--- src/rtl/sbus_pkg.sv ---
// Shared encodings for the search bus controller.
// Assumes: command codes are fixed by the host port contract.
package sbus_pkg;

    typedef enum logic [2:0] {
        OP_NOP       = 3'd0,
        OP_BCAST     = 3'd1,
        OP_TOK_START = 3'd2,
        OP_TOK_NEXT  = 3'd3,
        OP_WR_SEL    = 3'd4,
        OP_RD_SEL    = 3'd5,
        OP_COUNT     = 3'd6,
        OP_HUNT      = 3'd7
    } sbus_op_e;

    typedef enum logic [2:0] {
        ST_IDLE, ST_WR, ST_RD, ST_RDW, ST_STEP, ST_STEPW, ST_KRD, ST_KRDW
    } sbus_st_e;

    typedef enum logic [1:0] {
        MD_ONE, MD_COUNT, MD_HUNT
    } sbus_md_e;

endpackage

--- src/rtl/sbus_chain_step.sv ---
// One token-chain step: presents a bit, pulses the chain clock once,
// drops the bit back to 0, then flags one cycle in which the returning
// chain input and found line are stable to sample.
// Assumes: go is a single-cycle request issued only while idle.
module sbus_chain_step (
    input  logic clk,
    input  logic rst_n,
    input  logic go,
    input  logic bit_in,
    output logic chain_out,
    output logic chain_clk,
    output logic fin
);

    typedef enum logic [1:0] {PH_IDLE, PH_SET, PH_HIGH, PH_SAMP} ph_e;
    ph_e ph;

    // Phase sequencer: setup, one-cycle clock pulse, release, sample.
    always_ff @(posedge clk) begin
        if (!rst_n) begin
            ph        <= PH_IDLE;
            chain_out <= 1'b0;
            chain_clk <= 1'b0;
        end else begin
            case (ph)
                PH_IDLE: if (go) begin
                    chain_out <= bit_in;
                    ph        <= PH_SET;
                end
                PH_SET: begin
                    chain_clk <= 1'b1;
                    ph        <= PH_HIGH;
                end
                PH_HIGH: begin
                    chain_clk <= 1'b0;
                    chain_out <= 1'b0;
                    ph        <= PH_SAMP;
                end
                default: ph <= PH_IDLE;
            endcase
        end
    end

    // Sample window flag.
    assign fin = (ph == PH_SAMP);

endmodule

--- src/rtl/sbus_word_io.sv ---
// Bus strobe generator: turns single-cycle write/read requests into
// registered one-cycle IE/OE strobes with data and global select.
// Assumes: requests are single-cycle and never both high.
module sbus_word_io #(
    parameter int DW = 16
) (
    input  logic          clk,
    input  logic          rst_n,
    input  logic          wr_go,
    input  logic          wr_all,
    input  logic [DW-1:0] wr_data,
    input  logic          rd_go,
    output logic          bus_ie,
    output logic          bus_oe,
    output logic          bus_cs,
    output logic          bus_doe,
    output logic [DW-1:0] bus_dout
);

    // Register all bus-facing outputs from the request lines.
    always_ff @(posedge clk) begin
        if (!rst_n) begin
            bus_ie   <= 1'b0;
            bus_oe   <= 1'b0;
            bus_cs   <= 1'b0;
            bus_doe  <= 1'b0;
            bus_dout <= '0;
        end else begin
            bus_ie   <= wr_go;
            bus_oe   <= rd_go & ~wr_go;
            bus_cs   <= wr_go & wr_all;
            bus_doe  <= wr_go;
            bus_dout <= wr_go ? wr_data : '0;
        end
    end

endmodule

--- src/rtl/sbus_master.sv ---
// Search bus master: broadcasts words, steps a one-hot token through
// the slave select chain, counts chips, reads the selected chip, and
// hunts the chip that raised the shared found line.
// Assumes: the chain holds no stale token when count or hunt starts.
module sbus_master #(
    parameter  int DW        = 16,
    parameter  int MAX_CHIPS = 8,
    parameter  int KEY_WORDS = 4,
    localparam int PW        = $clog2(MAX_CHIPS + 1),
    localparam int KW        = DW * KEY_WORDS,
    localparam int KCW       = $clog2(KEY_WORDS + 1)
) (
    input  logic          clk,
    input  logic          rst_n,
    input  logic          cmd_valid,
    input  logic [2:0]    cmd_op,
    input  logic [DW-1:0] cmd_data,
    output logic          cmd_ready,
    output logic [DW-1:0] res_count,
    output logic [DW-1:0] res_winner,
    output logic [KW-1:0] res_key,
    output logic          res_err,
    output logic [DW-1:0] bus_dout,
    output logic          bus_doe,
    input  logic [DW-1:0] bus_din,
    output logic          bus_ie,
    output logic          bus_oe,
    output logic          bus_cs,
    output logic          chain_out,
    input  logic          chain_in,
    output logic          chain_clk,
    input  logic          done_in
);
    import sbus_pkg::*;

    sbus_st_e       st;
    sbus_md_e       md;
    logic [PW-1:0]  pos;
    logic [KCW-1:0] kcnt;
    logic [DW-1:0]  wdata_q;
    logic           wall_q;
    logic           bit_q;
    logic           step_fin;
    logic [PW-1:0]  pos_inc;
    logic           at_limit;

    // Next position and step limit.
    assign pos_inc   = pos + 1'b1;
    assign at_limit  = (pos_inc == PW'(MAX_CHIPS));
    assign cmd_ready = (st == ST_IDLE);

    sbus_word_io #(.DW(DW)) u_io (
        .clk     (clk),
        .rst_n   (rst_n),
        .wr_go   (st == ST_WR),
        .wr_all  (wall_q),
        .wr_data (wdata_q),
        .rd_go   ((st == ST_RD) || (st == ST_KRD)),
        .bus_ie  (bus_ie),
        .bus_oe  (bus_oe),
        .bus_cs  (bus_cs),
        .bus_doe (bus_doe),
        .bus_dout(bus_dout)
    );

    sbus_chain_step u_step (
        .clk      (clk),
        .rst_n    (rst_n),
        .go       (st == ST_STEP),
        .bit_in   (bit_q),
        .chain_out(chain_out),
        .chain_clk(chain_clk),
        .fin      (step_fin)
    );

    // Command sequencer and result registers.
    always_ff @(posedge clk) begin
        if (!rst_n) begin
            st         <= ST_IDLE;
            md         <= MD_ONE;
            pos        <= '0;
            kcnt       <= '0;
            wdata_q    <= '0;
            wall_q     <= 1'b0;
            bit_q      <= 1'b0;
            res_count  <= '0;
            res_winner <= '0;
            res_key    <= '0;
            res_err    <= 1'b0;
        end else begin
            case (st)
                ST_IDLE: if (cmd_valid) begin
                    res_err <= 1'b0;
                    case (cmd_op)
                        OP_BCAST:     begin wdata_q <= cmd_data; wall_q <= 1'b1; st <= ST_WR; end
                        OP_WR_SEL:    begin wdata_q <= cmd_data; wall_q <= 1'b0; st <= ST_WR; end
                        OP_TOK_START: begin md <= MD_ONE; bit_q <= 1'b1; st <= ST_STEP; end
                        OP_TOK_NEXT:  begin md <= MD_ONE; bit_q <= 1'b0; st <= ST_STEP; end
                        OP_RD_SEL:    st <= ST_RD;
                        OP_COUNT:     begin md <= MD_COUNT; bit_q <= 1'b1; pos <= '0; st <= ST_STEP; end
                        OP_HUNT: begin
                            if (done_in) begin
                                md <= MD_HUNT; bit_q <= 1'b1; pos <= '0; st <= ST_STEP;
                            end else begin
                                res_err <= 1'b1;
                            end
                        end
                        default: ;
                    endcase
                end
                ST_WR:  st <= ST_IDLE;
                ST_RD:  st <= ST_RDW;
                ST_RDW: begin
                    res_key <= {res_key[KW-DW-1:0], bus_din};
                    st      <= ST_IDLE;
                end
                ST_STEP: begin
                    bit_q <= 1'b0;
                    st    <= ST_STEPW;
                end
                ST_STEPW: if (step_fin) begin
                    case (md)
                        MD_COUNT: begin
                            pos <= pos_inc;
                            if (chain_in) begin
                                res_count <= DW'(pos_inc);
                                st        <= ST_IDLE;
                            end else if (at_limit) begin
                                res_count <= '0;
                                res_err   <= 1'b1;
                                st        <= ST_IDLE;
                            end else begin
                                st <= ST_STEP;
                            end
                        end
                        MD_HUNT: begin
                            pos <= pos_inc;
                            if (!done_in) begin
                                res_winner <= DW'(pos);
                                kcnt       <= '0;
                                st         <= ST_KRD;
                            end else if (at_limit) begin
                                res_err <= 1'b1;
                                st      <= ST_IDLE;
                            end else begin
                                st <= ST_STEP;
                            end
                        end
                        default: st <= ST_IDLE;
                    endcase
                end
                ST_KRD: st <= ST_KRDW;
                ST_KRDW: begin
                    res_key <= {res_key[KW-DW-1:0], bus_din};
                    if (kcnt == KCW'(KEY_WORDS - 1)) begin
                        st <= ST_IDLE;
                    end else begin
                        kcnt <= kcnt + 1'b1;
                        st   <= ST_KRD;
                    end
                end
                default: st <= ST_IDLE;
            endcase
        end
    end

endmodule

--- config.mk ---
export PLATFORM = sky130hd
export DESIGN_NAME = sbus_master
export DESIGN_NICKNAME = d
export VERILOG_FILES = /design/src/rtl/sbus_pkg.sv /design/src/rtl/sbus_chain_step.sv /design/src/rtl/sbus_word_io.sv /design/src/rtl/sbus_master.sv
export SDC_FILE = /design/constraint.sdc
export NUM_CORES = 1
export LEC_CHECK = 0
export ABC_AREA = 1
export BUFFER_PORTS_ARGS = -buffer_cell sky130_fd_sc_hd__buf_2
export CORE_UTILIZATION = 54
export DETAILED_ROUTE_END_ITERATION = 12
export PLACE_DENSITY = 0.84
export SYNTH_ARGS = -nofsm -noshare
export SYNTH_HDL_FRONTEND = slang
export SYNTH_SLANG_ARGS = --single-unit
--- constraint.sdc ---
create_clock -name clk -period 3.3 [get_ports clk]
set_input_delay 0.165 -clock clk [delete_from_list [all_inputs] [get_ports clk]]
set_output_delay 0.165 -clock clk [all_outputs]
set_load 0.01 [all_outputs]
==> Flow_metrics.wiki, run 1 <==
{| class="wikitable"
! Metric !! Value
|-
| Simple logic cell fraction of the synthesized area || 0.209
|-
| Total GRT Usage || 0.248
|-
| Max-slew violation count || 0
|-
| Result of the run || finished clean
|-
| Total Wirelength || between 10 and 15 mm
|-
| Internal power summed over all cells || 2.99 mW
|-
| Number of nets in the final layout || 838
|-
| Final Cycle Share || 0.603
|-
| Total negative slack for setup checks || 0 ns
|-
| Worst min-delay path class || in -> reg
|-
| Count of mapped cells out of synthesis || 630
|-
| Site Rows || 34
|-
| Global-route wire length before repair || 19.1 mm
|-
| Number of buffers inserted during clock tree synthesis || 17
|-
| Hold Path Depth || 3
|-
| Total via count after detailed routing || between 4000 and 5000
|-
| Largest vdd supply drop || 442 uV
|-
| Worst Tran Pin Value || 0.654 ns
|-
| CTS tree || yes
|-
| Area Growth Syn to Fin || 31.0%
|-
| Sinks on Clock Net || 126
|-
| Relative contribution of the clock network to total power || 0.461
|-
| Die Height || 97.5 um
|-
| Yosys warning count || 0
|-
| Largest net degree at the start of global routing || 85
|-
| Largest family of logic cells by synthesized area || simple AND/OR/NAND/NOR gates
|-
| Worst Hold Endpoint || res_winner[3]$_SDFFE_PN0P_
|-
| Reg power frac || 0.413
|-
| Initial core utilization || 0.562
|-
| Post-synthesis sequential area ratio || 0.512
|-
| Final cell count without fillers || 910
|-
| Total congestion overflow after global routing || 0
|-
| Number of levels in the clock H-tree || 4
|-
| Fmax || 503 MHz
|-
| Core area || 8760 um^2
|-
| Number of filler instances in the final layout || 650
|-
| Post-detailed-placement cell area || 5510 um^2
|-
| FF-to-FF End || kcnt[2]$_SDFFE_PN0P_
|-
| Post-synthesis compound-gate area fraction || 0.149
|-
| I/O pin count || 160
|-
| Drc violations || 0
|-
| Unrepaired setup endpoints after global routing || false
|-
| Commonest non-fill, non-tap cell in the layout || sky130_fd_sc_hd__nor2_1
|-
| Count of unique library cells instantiated by Yosys || 33
|-
| Largest driver fanout on the critical path || between 60 and 70
|-
| Fraction of synthesized cell area in xor and xnor cells || 0
|-
| Synthesized area divided by synthesized cell count || ~8 um^2
|-
| Number of optimization iterations in the first detailed-route pass || 5
|-
| N_diodes || 0
|-
| Reg-to-Reg Start || st[0]$_SDFFE_PN0P_
|-
| Power Dens Cells || 621 nW/um^2
|-
| Minimum clock period after layout || 1.99 ns
|-
| Area of the mapped netlist || slightly below 5000 um^2
|-
| Final worst-path setup slack || 1.31 ns
|-
| Die area || 9500 um^2
|-
| Hold Fails Final Rpt || 0
|-
| Buffer cell driving the clock tree root || sky130_fd_sc_hd__clkbuf_8
|-
| Number of hold-repair buffers added at the cts stage || 34
|-
| Layout cell share with drive strength beyond 1 || 0.234
|-
| Worst-case clock buffer depth || 2
|-
| Number of input and output port buffers inserted || 135
|-
| Leakage Power || 2.95 nW
|-
| Remaining antenna violation count || 0
|-
| Final weighted congestion in routability-driven placement || 0.865
|-
| Class of the most critical setup path || reg -> reg
|-
| Power spent charging and discharging nets || ~1.0 mW
|-
| Slack of the worst reg-to-reg path || 1.31 ns
|-
| Mux contribution to synthesized area || 0
|-
| DIE WIDTH || 97.5 um
|-
| Post-CTS setup buffer count || 0
|-
| Skew final || roughly 0.0051 ns
|-
| Clock Latency Late Sink || 0.51 ns
|-
| Leading cell types in the layout, fill and taps excluded || 170 x sky130_fd_sc_hd__nor2_1, 135 x sky130_fd_sc_hd__buf_2, 126 x sky130_fd_sc_hd__dfxtp_1
|-
| Number of max-capacitance violations reported || 0
|-
| Worst Min Path Start || rst_n
|-
| Detail-routed net length per standard cell || 12.8 um
|-
| Number of antenna violations at the first check in global routing || 0
|-
| Cell Count Post-Placement || around 840
|-
| First-iteration detailed-routing DRC count || between 200 and 250
|-
| Switching power as a share of total power || 0.253
|-
| Worst-case reg-to-reg path depth || 8
|-
| Via/cell ratio || between 5 and 6
|-
| Worst endpoint required time || approximately 3.7 ns
|-
| Vias in the first global route || 4262
|-
| Clock transition at the registers of the reported paths || approximately 0.060 ns
|-
| DP HPWL || roughly 7.4 mm
|-
| Post-route cell area || 6450 um^2
|-
| Arrival @ worst endpoint || 2.38 ns
|-
| Normalized max-slew margin || 0.564
|-
| # setup viols final || 0
|-
| Critical path capture point type || flop
|-
| Number of synthesized register bits || approximately 130
|-
| Adder and majority cell fraction of the synthesized area || 0.0229
|-
| Combinational group share of total power || 0.127
|-
| Minimum setup slack after placement || 1.37 ns
|-
| Post_cts resized || 0
|-
| Category of the worst setup path launch point || flop
|}
==> final cells by class <==
class                   count  area (um^2)  area share
clock buffers              22          463      0.0718
repair buffers            172         1040       0.161
well taps                 108          135      0.0210
flip-flops and latches    126         2520       0.391
multi-input cells         423         1970       0.305
inverters                  49          188      0.0291
clock inverters            10          136      0.0211
==> per-layer routing <==
layer | track usage | vias up | share of wire
met5 | 0 | - | 0
li1 | - | 2279 | -
met1 | 0.295 | 2092 | 0.42
met3 | 0.0604 | 36 | 0.055
met2 | 0.417 | 182 | 0.49
met4 | 0.122 | 0 | 0.031
==> kinds of logic (layout without fill, tap and decap cells) <==
group | Yosys count | count (layout)
simple gates | 246 | 246
compound gates | 144 | 144
flops | 126 | 126
buf+inv | 104 | 253
fa+ha+maj | 9 | 9
other cells | 1 | 24
==> per-stage QoR <==
stage                     hold WS [ns]  utilization  total power, mW
after global routing            0.0245        0.736             4.16
after detailed placement         0.420        0.629             2.14
after CTS                      0.00445        0.736             4.01
final                           0.0228        0.736             4.00
after floorplan                  0.323            -             2.04
after global placement           0.416        0.629             2.12
==> registers in the layout, indices dropped and copies added (netlist names), 2 cells and up <==
name           cells
res_count          4
u_step.ph          2
kcnt               3
wdata_q           16
pos                4
md                 2
st                 3
res_key           64
u_io.bus_dout     16
res_winner         4
==> worst max path at each step <==
stage / start / end / slack [ns] / depth (start not counted)
after floorplan: st[0]$_SDFFE_PN0P_ / wdata_q[10]$_SDFFE_PN0P_ / 1.91 / 9
after global placement: st[0]$_SDFFE_PN0P_ / kcnt[1]$_SDFFE_PN0P_ / 1.47 / 9
after detailed placement: st[0]$_SDFFE_PN0P_ / kcnt[1]$_SDFFE_PN0P_ / 1.37 / 9
after CTS: st[0]$_SDFFE_PN0P_ / kcnt[2]$_SDFFE_PN0P_ / 1.34 / 8
after global routing: st[0]$_SDFFE_PN0P_ / kcnt[2]$_SDFFE_PN0P_ / 1.12 / 8
final: st[0]$_SDFFE_PN0P_ / kcnt[2]$_SDFFE_PN0P_ / 1.31 / 8
==> synth_stat cells (all sizes together) <==
cell	count	share of area
nor3	1	0.0020
a211oi	1	0.0015
conb	1	0.00076
o22ai	1	0.0013
o21ai	99	0.10
buf	35	0.052
clkbuf	20	0.015
a21oi	41	0.042
clkinv	2	0.0018
nand2	52	0.043
ha	9	0.023
o211ai	1	0.0015
or2	1	0.0013
nor2	176	0.14
nor4	1	0.0013
nand3	11	0.014
inv	47	0.036
dfxtp	126	0.51
nand4	4	0.0051
o2111ai	1	0.0018
==> power by group through the flow <==
stage	combinational [mW]	clock (mW)	sequential [mW]
after floorplan	0.365	0	1.68
after global placement	0.444	0	1.68
after detailed placement	0.462	0	1.68
after CTS	0.501	1.86	1.65
after global routing	0.570	1.93	1.66
final	0.507	1.84	1.65
==> worst max-delay path, stage by stage, from the launching register on <==
cell and delay, ns:
sky130_fd_sc_hd__dfxtp_1 0.48, sky130_fd_sc_hd__nand2_1 0.09, sky130_fd_sc_hd__buf_4 0.30, sky130_fd_sc_hd__inv_2 0.26
sky130_fd_sc_hd__nand2_1 0.14, sky130_fd_sc_hd__nor2_2 0.19, sky130_fd_sc_hd__o21ai_2 0.12, sky130_fd_sc_hd__o21ai_0 0.20
sky130_fd_sc_hd__a21oi_1 0.07
(Power assumes the default switching activity.)
==> run 2: changes to the inputs <==
--- a/config.mk
+++ b/config.mk
@@ -7,9 +7,9 @@
 export LEC_CHECK = 0
 export ABC_AREA = 1
 export BUFFER_PORTS_ARGS = -buffer_cell sky130_fd_sc_hd__buf_2
-export CORE_UTILIZATION = 54
+export CORE_UTILIZATION = 50
 export DETAILED_ROUTE_END_ITERATION = 12
-export PLACE_DENSITY = 0.84
+export PLACE_DENSITY = 0.79
 export SYNTH_ARGS = -nofsm -noshare
 export SYNTH_HDL_FRONTEND = slang
 export SYNTH_SLANG_ARGS = --single-unit
==> constraint.sdc (replaced) <==
create_clock -name clk -period 2 [get_ports clk]
set_input_delay 0.1 -clock clk [delete_from_list [all_inputs] [get_ports clk]]
set_output_delay 0.1 -clock clk [all_outputs]
set_load 0.01 [all_outputs]
==> run 2 against run 1 <==
Combinational power up 66%. Clock skew up 0.0019 ns. Sequential power up 65%. Total power up 59%. Global-route usage down 1.1 points. Utilization down 4.4 points. First-iteration DRC count down 20%. Worst setup slack worse by 1.1 ns. Clock-buffer cell count down 1. Cell count up 2.5%. Fmax up 9.9%.
==> Flow_metrics.wiki, run 2 (synthesized netlist as in run 1, its figures left out) <==
{| class="wikitable"
! Metric !! Value
|-
| Critical-path cell list || nor2_4 > inv_2 > nor2_8 > nand2_4 > nor2_4 > nand2_2 > o21ai_0 > a21oi_1
|-
| Buffer cell driving the clock tree root || sky130_fd_sc_hd__clkbuf_8
|-
| Worst endpoint required time || 2.36 ns (-1.33 ns)
|-
| Number of buffers inserted during clock tree synthesis || 17 (unchanged)
|-
| Global-route wire length before repair || 19.2 mm (+0.87%)
|-
| Worst path buffer plus inverter count || 1 (-1)
|-
| Number of levels in the clock H-tree || 4 (unchanged)
|-
| Biggest register || res_key
|-
| Hold Worst Slack || 0.0464 ns (+0.0237 ns)
|-
| Number of filler instances in the final layout || 767 (+18%)
|-
| Skew final || 0.00709 ns (+0.00194 ns)
|-
| Total via count after detailed routing || 4551 (-0.83%)
|-
| Final Cycle Share || 0.905 (+0.302)
|-
| Minimum clock period after layout || 1.81 ns (-0.180 ns)
|-
| Launching element of the worst setup path || st[0]$_SDFFE_PN0P_
|-
| Largest driver fanout on the critical path || 33 (-49%)
|-
| Worst Tran Pin Value || 0.601 ns (-0.0533 ns)
|-
| Largest vdd supply drop || 530 uV (+20%)
|-
| Crit-path leading delay family || simple AND/OR/NAND/NOR gates
|-
| Drc violations || 0 (unchanged)
|-
| Registers with the most flip-flops || res_key (64), u_io.bus_dout (16), wdata_q (16)
|-
| Clock transition at the registers of the reported paths || 0.06 ns (about the same)
|-
| Number of flip-flops in the largest register || 64 (unchanged)
|-
| Sinks on Clock Net || 126 (unchanged)
|-
| Number of optimization iterations in the first detailed-route pass || 6 (+1)
|-
| Die Height || 101 um (+3.8%)
|-
| Unrepaired setup endpoints after global routing || false
|-
| Utilization of the core after routing || 0.692 (-0.0443)
|-
| Layout cell share with drive strength beyond 1 || 0.235 (+0.000661)
|-
| Largest net degree at the start of global routing || 66 (-22%)
|-
| Result of the run || finished clean
|-
| First-iteration detailed-routing DRC count || 190 (-20%)
|-
| Number of input and output port buffers inserted || 135 (unchanged)
|-
| I/O pin count || 160 (unchanged)
|-
| Total GRT Usage || 0.237 (-0.0110)
|-
| Area Growth Syn to Fin || 31.7%
|-
| # setup viols final || 0 (unchanged)
|-
| Normalized max-slew margin || 0.598 (+0.0346)
|-
| Leading cell types in the layout, fill and taps excluded || 170 x sky130_fd_sc_hd__nor2_1, 135 x sky130_fd_sc_hd__buf_2, 126 x sky130_fd_sc_hd__dfxtp_1
|-
| Number of max-capacitance violations reported || 0 (unchanged)
|-
| Worst-case clock buffer depth || 2 (unchanged)
|-
| Hold Fails Final Rpt || 0 (unchanged)
|-
| Fmax || 553 MHz (+9.9%)
|-
| CTS tree || yes
|-
| PnR Total Power || 6.35 mW (+59%)
|-
| Final weighted congestion in routability-driven placement || 0.823 (-4.9%)
|-
| Vias in the first global route || 4153 (-2.6%)
|-
| N_diodes || 0 (unchanged)
|-
| Number of nets in the final layout || 841 (+0.36%)
|-
| Initial core utilization || 0.525 (-0.0364)
|-
| Remaining antenna violation count || 0 (unchanged)
|-
| Max-slew violation count || 0 (unchanged)
|-
| Arrival @ worst endpoint || 2.17 ns (-0.21 ns)
|-
| Die area || 10200 um^2 (+7.8%)
|-
| Via/cell ratio || 4.88 (-3.3%)
|-
| Commonest non-fill, non-tap cell in the layout || sky130_fd_sc_hd__nor2_1
|-
| DP HPWL || 7.47 mm (+1.2%)
|-
| Power Dens Cells || 980 nW/um^2 (+58%)
|-
| Leakage Power || 2.95 nW (-0.14%)
|-
| Class of the most critical setup path || reg -> reg
|-
| Max stage delay on crit path || 0.40 ns (-0.08 ns)
|-
| Site Rows || 35 (+2.9%)
|-
| Detail-routed net length per standard cell || 12.9 um (+0.40%)
|-
| Crit path top cell by count || sky130_fd_sc_hd__nor2_4
|-
| Standard cell with the maximum stage delay on the critical path || sky130_fd_sc_hd__dfxtp_1
|-
| Worst min-delay path class || in -> reg
|-
| Critical path capture point type || flop
|-
| Clock Latency Late Sink || 0.49 ns (-0.02 ns)
|-
| Worst Min Path Start || chain_in
|-
| Post-CTS setup buffer count || 0 (unchanged)
|-
| Core area || 9370 um^2 (+6.9%)
|-
| DIE WIDTH || 101 um (+3.8%)
|-
| Total Wirelength || 12.0 mm (+2.9%)
|-
| Number of antenna violations at the first check in global routing || 0 (unchanged)
|-
| Category of the worst setup path launch point || flop
|-
| Total negative slack for setup checks || 0 ns (unchanged)
|-
| Reg-to-Reg Start || st[0]$_SDFFE_PN0P_
|-
| Total congestion overflow after global routing || 0 (unchanged)
|}
==> run 2: cell types whose count changed in the layout (fill, tap and decap cells not counted), sizes merged <==
cell and change:
dlygate4sd3 +3, bufinv -2, clkbuf -1, clkinvlp +1, inv +1
==> run 2: path summary, 6_finish.rpt <==
kind | slack [ns] | to | depth (start not counted)
hold reg to reg | 0.43 | u_io.bus_cs$_SDFF_PN0_ | 2
setup reg to reg | 0.19 | wdata_q[15]$_SDFFE_PN0P_ | 8
hold / removal | 0.05 | res_count[1]$_SDFFE_PN0P_ | 5
setup / recovery | 0.19 | wdata_q[15]$_SDFFE_PN0P_ | 8
==> run 2: what timing repair did <==
| item | CTS | global route |
|---|---|---|
| hold buffers | 37 | 0 |
| endpoints found under the hold margin | 36 | 0 |
| gates resized for setup | 0 | 0 |
==> run 2: layout make-up <==
type	count	area [um^2]	share of cell area
clock buffers	21	459	0.0708
clock inverters	10	88.8	0.0137
inverters	49	188	0.0290
multi-input cells	423	1970	0.304
flip-flops and latches	126	2520	0.389
well taps	129	161	0.0249
repair buffers	175	1090	0.169
==> run 2: per-layer routing <==
layer  vias up  global-route usage  part of all wire
met5         -                   0                 0
met4         0              0.0992             0.014
met3        14              0.0455             0.046
met2       162               0.403              0.50
met1      2078               0.294              0.44
li1       2297                   -                 -
==> run 2: through the flow <==
stage	std cells	setup slack (ns)	instance area [um^2]
floorplan	653	0.605	5010
global placement	865	0.327	5560
detailed placement	865	0.214	5560
CTS	933	0.188	6480
global route	933	0.0251	6480
finish	933	0.190	6480
==> run 2: worst register-to-register path, delay by kind of cell (launching register included) <==
| family | cells | cell delay (ns) |
|---|---|---|
| AND/OR/NAND/NOR | 5 | 0.84 |
| flip-flops | 1 | 0.40 |
| AO/OA/AOI/OAI | 2 | 0.37 |
| buffers and inverters | 1 | 0.07 |
==> run 2: power breakdown <==
group	internal [mW]	switching (mW)	leakage [nW]	total, mW
combinational	0.321	0.521	1.67	0.842
sequential	2.63	0.0987	1.02	2.73
clock	1.73	1.05	0.262	2.78
==> run 3: changes to the inputs <==
--- a/config.mk
+++ b/config.mk
@@ -7,9 +7,9 @@
 export LEC_CHECK = 0
 export ABC_AREA = 1
 export BUFFER_PORTS_ARGS = -buffer_cell sky130_fd_sc_hd__buf_2
-export CORE_UTILIZATION = 50
+export CORE_UTILIZATION = 54
 export DETAILED_ROUTE_END_ITERATION = 12
-export PLACE_DENSITY = 0.79
+export PLACE_DENSITY = 0.84
 export SYNTH_ARGS = -nofsm -noshare
 export SYNTH_HDL_FRONTEND = slang
 export SYNTH_SLANG_ARGS = --single-unit
==> constraint.sdc (replaced) <==
create_clock -name clk -period 2.3 [get_ports clk]
set_input_delay 0.115 -clock clk [delete_from_list [all_inputs] [get_ports clk]]
set_output_delay 0.115 -clock clk [all_outputs]
set_load 0.01 [all_outputs]
==> run 3 against run 2 <==
Clock-buffer cell count fell by 3. Largest power group unchanged. Fmax rose by 1.2%. Utilization rose by 5.2 points. Critical path depth did not move. Flip-flop and latch count did not move. Sequential power fell by 13%. Via count rose by 0.55%. Final area rose by 0.50%. Critical endpoint is now wdata_q[7]$_SDFFE_PN0P_. Clock skew rose by 0.0061 ns. Die area fell by 7.3%.
==> Flow_metrics.wiki, run 3 (synthesized netlist as in run 1, its figures left out) <==
{| class="wikitable"
! Metric !! Value
|-
| Normalized max-slew margin || 0.562 (-0.0363)
|-
| Standard cell with the maximum stage delay on the critical path || sky130_fd_sc_hd__dfxtp_1
|-
| Fmax || 559 MHz (+1.2%)
|-
| Class of the most critical setup path || reg -> reg
|-
| Number of flip-flops in the largest register || 64 (unchanged)
|-
| Sinks on Clock Net || 126 (unchanged)
|-
| Leakage Power || 2.98 nW (+1.1%)
|-
| Biggest register || res_key
|-
| Worst Tran Pin Value || 0.657 ns (+0.0558 ns)
|-
| Via/cell ratio || 5.02 (+3.0%)
|-
| N_diodes || 0 (unchanged)
|-
| End point of the critical path || wdata_q[7]$_SDFFE_PN0P_
|-
| Number of input and output port buffers inserted || 135 (unchanged)
|-
| Largest driver fanout on the critical path || 33 (unchanged)
|-
| Arrival @ worst endpoint || 2.15 ns (-0.02 ns)
|-
| FF-to-FF End || wdata_q[7]$_SDFFE_PN0P_
|-
| # setup viols final || 0 (unchanged)
|-
| Detail-routed net length per standard cell || 12.8 um (-0.60%)
|-
| Worst-case clock buffer depth || 2 (unchanged)
|-
| Clock Latency Late Sink || 0.50 ns (about the same)
|-
| Launching element of the worst setup path || st[0]$_SDFFE_PN0P_
|-
| Relative contribution of the clock network to total power || 0.478 (+0.040)
|-
| Site Rows || 34 (-2.9%)
|-
| Max stage delay on crit path || 0.39 ns (about the same)
|-
| Reg-to-Reg Start || st[0]$_SDFFE_PN0P_
|-
| Power spent charging and discharging nets || 1.49 mW (-11%)
|-
| Category of the worst setup path launch point || flop
|-
| Crit path top cell by count || sky130_fd_sc_hd__nor2_4
|-
| Initial core utilization || 0.562 (+0.0364)
|-
| First-iteration detailed-routing DRC count || 297 (+56%)
|-
| Die area || 9500 um^2 (-7.3%)
|-
| Buffer cell driving the clock tree root || sky130_fd_sc_hd__clkbuf_8
|-
| Power Dens Cells || 909 nW/um^2 (-7.3%)
|-
| Remaining antenna violation count || 0 (unchanged)
|-
| Number of levels in the clock H-tree || 4 (unchanged)
|-
| Slack of the worst reg-to-reg path || 0.51 ns (+0.32 ns)
|-
| Combinational group share of total power || 0.123 (-0.009)
|-
| Result of the run || finished clean
|-
| Critical path capture point type || flop
|-
| Final weighted congestion in routability-driven placement || 0.893 (+8.5%)
|-
| Final Cycle Share || 0.778 (-0.127)
|-
| Hold Worst Slack || 0.0227 ns (-0.0237 ns)
|-
| Largest net degree at the start of global routing || 68 (+3.0%)
|-
| Vias in the first global route || 4264 (+2.7%)
|-
| Worst endpoint required time || 2.66 ns (+0.30 ns)
|-
| Cell Count Post-Placement || 844 (-2.4%)
|-
| Number of max-capacitance violations reported || 0 (unchanged)
|-
| Area Growth Syn to Fin || 32.4%
|-
| Skew final || 0.0132 ns (+0.00612 ns)
|-
| Number of buffers inserted during clock tree synthesis || 17 (unchanged)
|-
| Drc violations || 0 (unchanged)
|-
| DP HPWL || 7.19 mm (-3.7%)
|-
| Final cell count without fillers || 911 (-2.4%)
|-
| Total Wirelength || 11.7 mm (-2.9%)
|-
| Total via count after detailed routing || 4576 (+0.55%)
|-
| Hold Fails Final Rpt || 0 (unchanged)
|-
| Minimum clock period after layout || 1.79 ns (-0.0214 ns)
|-
| DIE WIDTH || 97.5 um (-3.7%)
|-
| Number of antenna violations at the first check in global routing || 0 (unchanged)
|-
| Worst min-delay path class || in -> reg
|-
| Number of nets in the final layout || 840 (-0.12%)
|-
| Die Height || 97.5 um (-3.7%)
|-
| Max-slew violation count || 0 (unchanged)
|-
| Internal power summed over all cells || 4.44 mW (-5.3%)
|-
| Number of optimization iterations in the first detailed-route pass || 5 (-1)
|-
| Largest vdd supply drop || 586 uV (+11%)
|-
| Commonest non-fill, non-tap cell in the layout || sky130_fd_sc_hd__nor2_1
|-
| Leading cell types in the layout, fill and taps excluded || 170 x sky130_fd_sc_hd__nor2_1, 135 x sky130_fd_sc_hd__buf_2, 126 x sky130_fd_sc_hd__dfxtp_1
|-
| Switching power as a share of total power || 0.251 (-0.0120)
|-
| Registers with the most flip-flops || res_key (64), u_io.bus_dout (16), wdata_q (16)
|-
| Layout cell share with drive strength beyond 1 || 0.234 (-0.000953)
|-
| Global-route wire length before repair || 19.3 mm (+0.32%)
|-
| CTS tree || yes
|-
| Core area || 8760 um^2 (-6.5%)
|-
| Worst-case reg-to-reg path depth || 8 (unchanged)
|-
| Reg power frac || 0.400 (-0.029)
|-
| Total GRT Usage || 0.247 (+0.0105)
|-
| Unrepaired setup endpoints after global routing || false
|-
| Total negative slack for setup checks || 0 ns (unchanged)
|-
| I/O pin count || 160 (unchanged)
|-
| Clock transition at the registers of the reported paths || 0.06 ns (about the same)
|-
| Critical-path cell list || nor2_4 > inv_2 > nor2_8 > nand2_4 > nor2_4 > nand2_2 > o21ai_1 > a21oi_1
|-
| Total congestion overflow after global routing || 0 (unchanged)
|}
==> run 3: power groups by stage <==
stage	sequential (mW)	clock, mW	combinational (mW)
after floorplan	2.40	0	0.524
after global placement	2.41	0	0.643
after detailed placement	2.41	0	0.663
after CTS	2.37	2.86	0.720
after global routing	2.38	2.98	0.812
final	2.37	2.83	0.726
==> run 3: cell type report <==
| cell class | instances | area (um^2) |
|---|---|---|
| Multi-Input combinational cell | 423 | 1970 |
| Timing Repair Buffer | 174 | 1070 |
| Inverter | 49 | 188 |
| Sequential cell | 126 | 2520 |
| Clock inverter | 13 | 214 |
| Fill cell | 659 | 2250 |
| Tap cell | 108 | 135 |
| Clock buffer | 18 | 418 |
==> run 3: stage by stage <==
step | setup WS [ns] | cell area, um^2 | utilization | total power, mW
finish | 0.512 | 6520 | 0.743 | 5.92
CTS | 0.522 | 6520 | 0.743 | 5.95
floorplan | 0.905 | 5010 | - | 2.93
global route | 0.317 | 6520 | 0.743 | 6.17
detailed placement | 0.541 | 5520 | 0.630 | 3.07
global placement | 0.628 | 5520 | 0.630 | 3.05
==> run 3: what timing repair did <==
item / in CTS / in global routing
gates resized for setup: 0 / 0
hold endpoints to repair: 35 / 0
hold buffers: 36 / 0
buffers inserted: 0 / 0
==> run 3: layer usage <==
| layer | vias to the layer above | track usage | part of all wire |
|---|---|---|---|
| li1 | 2290 | - | - |
| met1 | 2098 | 0.298 | 0.43 |
| met2 | 174 | 0.434 | 0.51 |
| met3 | 14 | 0.0655 | 0.058 |
| met4 | 0 | 0.0690 | 0.0096 |
| met5 | - | 0 | 0 |
==> run 3: worst min path at each step <==
stage | from | endpoint | cells past startpoint
after floorplan | cmd_op[2] | md[0]$_SDFFE_PN0P_ | 2
final | cmd_valid | wall_q$_SDFFE_PN0P_ | 5
after global routing | cmd_valid | wall_q$_SDFFE_PN0P_ | 5
after CTS | cmd_valid | wall_q$_SDFFE_PN0P_ | 5
after detailed placement | bus_din[8] | res_key[8]$_SDFFE_PN0P_ | 3
after global placement | bus_din[15] | res_key[15]$_SDFFE_PN0P_ | 3
==> run 3: worst max-delay path, delay by kind of cell, from the launching register on <==
family,cells,cell delay [ns]
and+or+nand+nor,5,0.83
AOI/OAI and AO/OA,2,0.36
DFF,1,0.39
buffers and inverters,1,0.07
